**src/rtl/adc_seq_pkg.sv**
```systemverilog
`timescale 1ns/1ps
package adc_seq_pkg;
  typedef enum logic [1:0] {
    OP_NONE    = 2'b00,
    OP_CONVERT = 2'b01,
    OP_SLEEP   = 2'b10,
    OP_WAKE    = 2'b11
  } seq_op_e;

  typedef enum logic [1:0] {
    ST_IDLE,
    ST_ACTIVE,
    ST_QUIET
  } seq_state_e;
endpackage

```
**src/rtl/adc_seq_clkdiv.sv**
```systemverilog
`timescale 1ns/1ps
// Half-period tick generator for the serial clock.
module adc_seq_clkdiv #(
  parameter int HALF = 17
) (
  input  logic clk,
  input  logic rst,
  input  logic run,
  output logic tick
);
  localparam int W = $clog2(HALF + 1);
  localparam logic [W-1:0] LAST = W'(HALF - 1);

  logic [W-1:0] cnt;

  assign tick = run && (cnt == LAST);

  always_ff @(posedge clk) begin
    if (rst || !run) cnt <= '0;
    else if (tick)   cnt <= '0;
    else             cnt <= cnt + 1'b1;
  end
endmodule

```
**src/rtl/adc_seq_timer.sv**
```systemverilog
`timescale 1ns/1ps
// Saturating elapsed-cycle counter; met goes high LIMIT cycles after clear drops.
module adc_seq_timer #(
  parameter int LIMIT = 12
) (
  input  logic clk,
  input  logic rst,
  input  logic clear,
  output logic met
);
  localparam int W = $clog2(LIMIT + 2);
  localparam logic [W-1:0] LIM = W'(LIMIT);

  logic [W-1:0] cnt;

  assign met = (cnt == LIM);

  always_ff @(posedge clk) begin
    if (rst || clear)  cnt <= '0;
    else if (cnt != LIM) cnt <= cnt + 1'b1;
  end
endmodule

```
**src/rtl/adc_seq_shift.sv**
```systemverilog
`timescale 1ns/1ps
// Serial capture and result register; leading bits fall off the top.
module adc_seq_shift #(
  parameter int DATA_BITS = 12
) (
  input  logic                 clk,
  input  logic                 rst,
  input  logic                 capture,
  input  logic                 bit_in,
  input  logic                 load,
  output logic [DATA_BITS-1:0] result,
  output logic                 result_valid
);
  logic [DATA_BITS-1:0] sh;

  always_ff @(posedge clk) begin
    if (rst) begin
      sh           <= '0;
      result       <= '0;
      result_valid <= 1'b0;
    end else begin
      result_valid <= load;
      if (capture) sh <= {sh[DATA_BITS-2:0], bit_in};
      if (load)    result <= sh;
    end
  end
endmodule

```
**src/rtl/adc_cs_sequencer.sv**
```systemverilog
`timescale 1ns/1ps
module adc_cs_sequencer
  import adc_seq_pkg::*;
#(
  parameter int CLK_PERIOD_PS = 8000,
  parameter int SCLK_HALF     = 17,
  parameter int QUIET_NS      = 100,
  parameter int WAKE_NS       = 4330,
  parameter int FRAME_BITS    = 16,
  parameter int DATA_BITS     = 12,
  parameter int SLEEP_FALLS   = 8,
  parameter int WAKE_FALLS    = 11
) (
  input  logic                 clk,
  input  logic                 rst,
  input  logic                 cmd_valid,
  input  logic [1:0]           cmd_op,
  output logic                 cmd_ready,
  output logic                 cs_n,
  output logic                 sclk,
  input  logic                 sdata_in,
  output logic [DATA_BITS-1:0] result,
  output logic                 result_valid,
  output logic                 asleep
);
  localparam int QUIET_CYC = (QUIET_NS * 1000 + CLK_PERIOD_PS - 1) / CLK_PERIOD_PS;
  localparam int WAKE_CYC  = (WAKE_NS * 1000 + CLK_PERIOD_PS - 1) / CLK_PERIOD_PS;
  localparam int FW        = $clog2(FRAME_BITS + 1);
  localparam logic [FW-1:0] FRAME_F = FW'(FRAME_BITS);
  localparam logic [FW-1:0] SLEEP_F = FW'(SLEEP_FALLS);
  localparam logic [FW-1:0] WAKE_F  = FW'(WAKE_FALLS);

  seq_state_e    state;
  seq_op_e       cur_op;
  seq_op_e       req_op;
  logic [FW-1:0] falls;
  logic          active, quieting;
  logic          tick, wake_met, quiet_met;
  logic          start, done_cond, finish, capture, load;

  assign req_op    = seq_op_e'(cmd_op);
  assign active    = (state == ST_ACTIVE);
  assign quieting  = (state == ST_QUIET);
  assign cmd_ready = (state == ST_IDLE);

  assign start = cmd_ready && cmd_valid &&
                 ((req_op == OP_SLEEP) || (req_op == OP_WAKE) ||
                  ((req_op == OP_CONVERT) && !asleep));

  always_comb begin
    case (cur_op)
      OP_CONVERT: done_cond = (falls == FRAME_F);
      OP_SLEEP:   done_cond = (falls == SLEEP_F);
      OP_WAKE:    done_cond = (falls >= WAKE_F) && wake_met;
      default:    done_cond = 1'b1;
    endcase
  end

  // End a cycle only with the clock low, or once the frame is used up.
  assign finish  = active && tick && done_cond && (!sclk || (falls == FRAME_F));
  assign capture = active && tick && sclk && (falls != FRAME_F) && !finish;
  assign load    = finish && (cur_op == OP_CONVERT);

  adc_seq_clkdiv #(.HALF(SCLK_HALF)) u_div (
    .clk(clk), .rst(rst), .run(active), .tick(tick)
  );

  adc_seq_timer #(.LIMIT(WAKE_CYC - 1)) u_wake_tmr (
    .clk(clk), .rst(rst), .clear(!active), .met(wake_met)
  );

  adc_seq_timer #(.LIMIT(QUIET_CYC - 1)) u_quiet_tmr (
    .clk(clk), .rst(rst), .clear(!quieting), .met(quiet_met)
  );

  adc_seq_shift #(.DATA_BITS(DATA_BITS)) u_shift (
    .clk(clk), .rst(rst), .capture(capture), .bit_in(sdata_in),
    .load(load), .result(result), .result_valid(result_valid)
  );

  always_ff @(posedge clk) begin
    if (rst) begin
      state  <= ST_IDLE;
      cur_op <= OP_NONE;
      falls  <= '0;
      cs_n   <= 1'b1;
      sclk   <= 1'b1;
      asleep <= 1'b0;
    end else begin
      case (state)
        ST_IDLE: begin
          if (start) begin
            cur_op <= req_op;
            falls  <= '0;
            cs_n   <= 1'b0;
            state  <= ST_ACTIVE;
          end
        end
        ST_ACTIVE: begin
          if (finish) begin
            cs_n  <= 1'b1;
            sclk  <= 1'b1;
            state <= ST_QUIET;
            if (cur_op == OP_SLEEP)     asleep <= 1'b1;
            else if (cur_op == OP_WAKE) asleep <= 1'b0;
          end else if (tick) begin
            if (!sclk) begin
              sclk <= 1'b1;
            end else if (falls != FRAME_F) begin
              sclk  <= 1'b0;
              falls <= falls + 1'b1;
            end
          end
        end
        ST_QUIET: begin
          if (quiet_met) state <= ST_IDLE;
        end
        default: state <= ST_IDLE;
      endcase
    end
  end
endmodule

```
**config.mk**
```make
export PLATFORM = sky130hd
export DESIGN_NAME = adc_cs_sequencer
export DESIGN_NICKNAME = d
export VERILOG_FILES = /design/src/rtl/adc_seq_pkg.sv /design/src/rtl/adc_seq_clkdiv.sv /design/src/rtl/adc_seq_timer.sv /design/src/rtl/adc_seq_shift.sv /design/src/rtl/adc_cs_sequencer.sv
export SDC_FILE = /design/constraint.sdc
export NUM_CORES = 1
export LEC_CHECK = 0
export ABC_AREA = 0
export BUFFER_PORTS_ARGS = -buffer_cell sky130_fd_sc_hd__buf_2
export CAP_MARGIN = 20
export CORE_MARGIN = 2
export CORE_UTILIZATION = 59
export DETAILED_ROUTE_END_ITERATION = 8
export GPL_ROUTABILITY_DRIVEN = 1
export PLACE_DENSITY = 0.79
export SYNTH_ARGS = -nofsm -noshare
export SYNTH_HDL_FRONTEND = slang
export SYNTH_HIERARCHICAL = 1
export SYNTH_SLANG_ARGS = --single-unit
```
**constraint.sdc**
```tcl
create_clock -name clk -period 3 [get_ports clk]
set_input_delay 0.15 -clock clk [delete_from_list [all_inputs] [get_ports clk]]
set_output_delay 0.15 -clock clk [all_outputs]
set_load 0.05 [all_outputs]
```
==> results.json <==
{
  "cts_sinks": 56,
  "rr_worst_depth": 11,
  "synth_top_area_share_pct": 42.03,
  "slew_headroom_pct": 45.36,
  "maxSlewViolCount": 0,
  "drive_gt1_share_pct": 21.25,
  "yosysSeqAreaShare_pct": 42.03,
  "syn_to_final_growth_pct": 8.349,
  "ys.flop_type": "dfxtp_1",
  "cellPowerDensity_mw_per_mm2": 452.0,
  "dieHeight_um": 71.24,
  "min_to": "u_shift/sh[0]$_SDFFE_PP0P_",
  "fillers": 350,
  "netlist_area_mm2": 0.002668,
  "ys_seq_elements": 56,
  "layout.nets": 300,
  "yosys-top-cells-area": "dfxtp_1 (42%), mux2i_1 (11%), nor2_1 (4.8%)",
  "io_pins": 23,
  "cp.depth": 11,
  "avgSynthCellArea_um2": 10.07,
  "viasPerCell": 5.726,
  "fin_skew_ns": 0.004851,
  "row_count": 24,
  "die_w_um": 71.24,
  "grt_overflow_total": 0,
  "fin_crit_ns": 2.561,
  "p_leak_nw": 1.022,
  "power_switching_mw": 0.3416,
  "ctsResizeCount": 0,
  "cp_num_buf_inv": 2,
  "tns_ns": 0,
  "grt_start_max_net_pins": 50,
  "drt-total-wl_mm": 4.608,
  "routedWlPerCell_um": 13.59,
  "path_class": "reg -> reg",
  "hold_class": "in -> reg",
  "critPathLaunchType": "register",
  "grt_pass1_wl_mm": 8.045,
  "crit_family": "simple AND/OR/NAND/NOR gates",
  "first_global_vias": 1787,
  "cts_buffer_depth": 2,
  "yosysTopAreaCell": "dfxtp_1",
  "dr.first_iter.drc_count": 74,
  "rsz0062_at_grt": "false",
  "seqPwrFrac_pct": 58.8,
  "drv_cap": 0,
  "worstPathMaxFanout": 13,
  "port_buffers": 22,
  "crit_required_ns": 3.18,
  "synth_edf_count": 0,
  "cts_tree": "built",
  "cts_buffers": 5,
  "whs_path_depth": 3,
  "max_freq_mhz": 390.4,
  "worstSkewPairLatency_ns": 0.31,
  "die_area_mm2": 0.005075,
  "p_comb_share_pct": 8.3,
  "setup_viol_count_final": 0,
  "clkTransAtPathRegs_ns": 0.10,
  "power.internal_mw": 0.9648,
  "diodes": 0,
  "cts_max_level": 2,
  "cp-end-kind": "register",
  "r2r-start": "u_wake_tmr/cnt[0]$_SDFFE_PP0P_",
  "ys_warn_count": 6,
  "swShare_pct": 26.15,
  "hold_violations": 0,
  "clockRootBuffer": "clkbuf_8",
  "r2r_end": "u_shift/result[0]$_SDFFE_PP0P_",
  "irDropWorstVdd_mv": 0.3473,
  "async_flop_share_pct": 0,
  "min_from": "sdata_in",
  "cts_hold_buffers": 0,
  "worstMarginPinSlew_ns": 0.8195,
  "core_mm2": 0.004354,
  "critPathArrivalTime_ns": 2.74,
  "dp_hpwl_mm": 3.202,
  "slowest_delay_ns": 0.45,
  "finalCritPeriodShare_pct": 85.38,
  "syn_nets": 279,
  "gp_congestion": 0.8187,
  "r2r_slack_ns": 0.44,
  "post_cts_buffers": 0,
  "p_clk_share_pct": 32.9,
  "cpMaxStageDelayCell": "dfxtp_1",
  "holdWs_ns": 0.07880,
  "start_util_pct": 61.26,
  "crit_chain": "ha_1, nor4b_4, nand3_1, inv_1, o2111ai_1, nor2_2, o31ai_2, nor3b_2, buf_4, mux2i_1, nor2_1",
  "drtPass1Iterations": 4,
  "syn_inst": 265,
  "synthDistinctLibCells": 65,
  "drc": 0,
  "grt_usage_pct": 19.65,
  "antenna_found_initial": 0,
  "status": "completed",
  "ant_nets": 0,
  "via_count": 1941
}
[worst register-to-register path: stages, from the launching register on]
cell,delay [ns]
dfxtp_1,0.45
ha_1,0.18
nor4b_4,0.31
nand3_1,0.20
inv_1,0.12
o2111ai_1,0.13
nor2_2,0.20
o31ai_2,0.13
nor3b_2,0.18
buf_4,0.27
mux2i_1,0.21
nor2_1,0.06
[power by group through the flow]
| stage | logic [mW] | registers (mW) | clock network (mW) |
|---|---|---|---|
| after floorplan | 0.0809 | 0.786 | 0 |
| after global placement | 0.106 | 0.785 | 0 |
| after detailed placement | 0.109 | 0.786 | 0 |
| after CTS | 0.109 | 0.769 | 0.445 |
| after global routing | 0.119 | 0.770 | 0.469 |
| final | 0.108 | 0.769 | 0.429 |
[registers in the layout (all words and copies together), names as in the netlist]
signal,flops
falls,5
u_wake_tmr/cnt,10
state,2
u_shift/result,12
u_div/cnt,5
cs_n,1
sclk,1
u_shift/sh,12
u_quiet_tmr/cnt,4
asleep,1
cur_op,2
u_shift/result_valid,1
[layout by cell type, fill, tap and decap left out, types with 3 or more instances in the layout]
master    count
dfxtp_1      56
nor2_1       34
mux2i_1      28
buf_2        22
a21oi_1      13
inv_1        12
nand2_1      10
nand3_1       9
ha_1          8
o21ai_0       6
clkbuf_8      5
nand3b_1      4
nand4_1       4
a31oi_1       4
nand2b_1      3
nor2b_1       3
nor3b_1       3
[through the flow]
step | worst slack (ns) | cell area, µm² | power (mW) | utilization, % | cells
4_1_cts | 0.4553 | 2890 | 1.322 | 66.38 | 339
5_1_grt | 0.1570 | 2890 | 1.358 | 66.38 | 339
3_5_place_dp | 0.4633 | 2794 | 0.8944 | 64.17 | 331
2_1_floorplan | 0.7243 | 2668 | 0.8671 | - | 265
3_3_place_gp | 0.5446 | 2794 | 0.8904 | 64.17 | 331
6_report | 0.4387 | 2890 | 1.306 | 66.38 | 339
[worst max path at each step]
stage / start / endpoint / slack, ns
3_3_place_gp: u_wake_tmr/cnt[0]$_SDFFE_PP0P_ / u_shift/result[8]$_SDFFE_PP0P_ / 0.54
5_1_grt: u_wake_tmr/cnt[0]$_SDFFE_PP0P_ / u_shift/result[0]$_SDFFE_PP0P_ / 0.16
4_1_cts: u_wake_tmr/cnt[0]$_SDFFE_PP0P_ / u_shift/result[11]$_SDFFE_PP0P_ / 0.46
2_1_floorplan: u_wake_tmr/cnt[0]$_SDFFE_PP0P_ / u_shift/result[10]$_SDFFE_PP0P_ / 0.72
3_5_place_dp: u_wake_tmr/cnt[0]$_SDFFE_PP0P_ / u_shift/result[0]$_SDFFE_PP0P_ / 0.46
6_report: u_wake_tmr/cnt[0]$_SDFFE_PP0P_ / u_shift/result[0]$_SDFFE_PP0P_ / 0.44
[kinds of logic after synthesis]
group,Yosys count,share of synthesized area [%]
multiplexers,30,11.63
XOR/XNOR,3,0.9852
adder cells (fa/ha/maj),8,3.752
buffers and inverters,21,3.987
flip-flops,56,42.03
AND/OR/NAND/NOR,103,24.16
AO/OA/AOI/OAI,44,13.46
[per-layer routing]
| metal | track usage (%) | up-vias | share of wire, % |
|---|---|---|---|
| li1 | - | 993 | - |
| met1 | 26.52 | 918 | 50 |
| met2 | 31.69 | 25 | 46 |
| met3 | 4.219 | 5 | 3.0 |
| met4 | 6.289 | 0 | 0.95 |
| met5 | 0 | - | 0 |
[cell type report]
| type | instances | area, µm² | share of cell area (%) |
|---|---|---|---|
| flip-flops and latches | 56 | 1121 | 38.79 |
| inverters | 12 | 45.04 | 1.558 |
| well taps | 52 | 65.06 | 2.251 |
| clock buffers | 5 | 68.82 | 2.381 |
| multi-input cells | 188 | 1445 | 50.00 |
| clock inverters | 3 | 27.53 | 0.9524 |
| repair buffers | 23 | 117.6 | 4.069 |
[Yosys cell counts, types with 3 or more instances]
cell type,number
inv_1,12
mux2i_1,28
nand3b_1,4
ha_1,8
nor3b_1,4
nand2b_1,3
nand3_1,9
nor2_1,34
dfxtp_1,56
nor2b_1,3
a31oi_1,4
nand4_1,4
nand2_1,10
a21oi_1,13
buf_2,4
o21ai_0,6
Power figures use the tool's default switching activity.
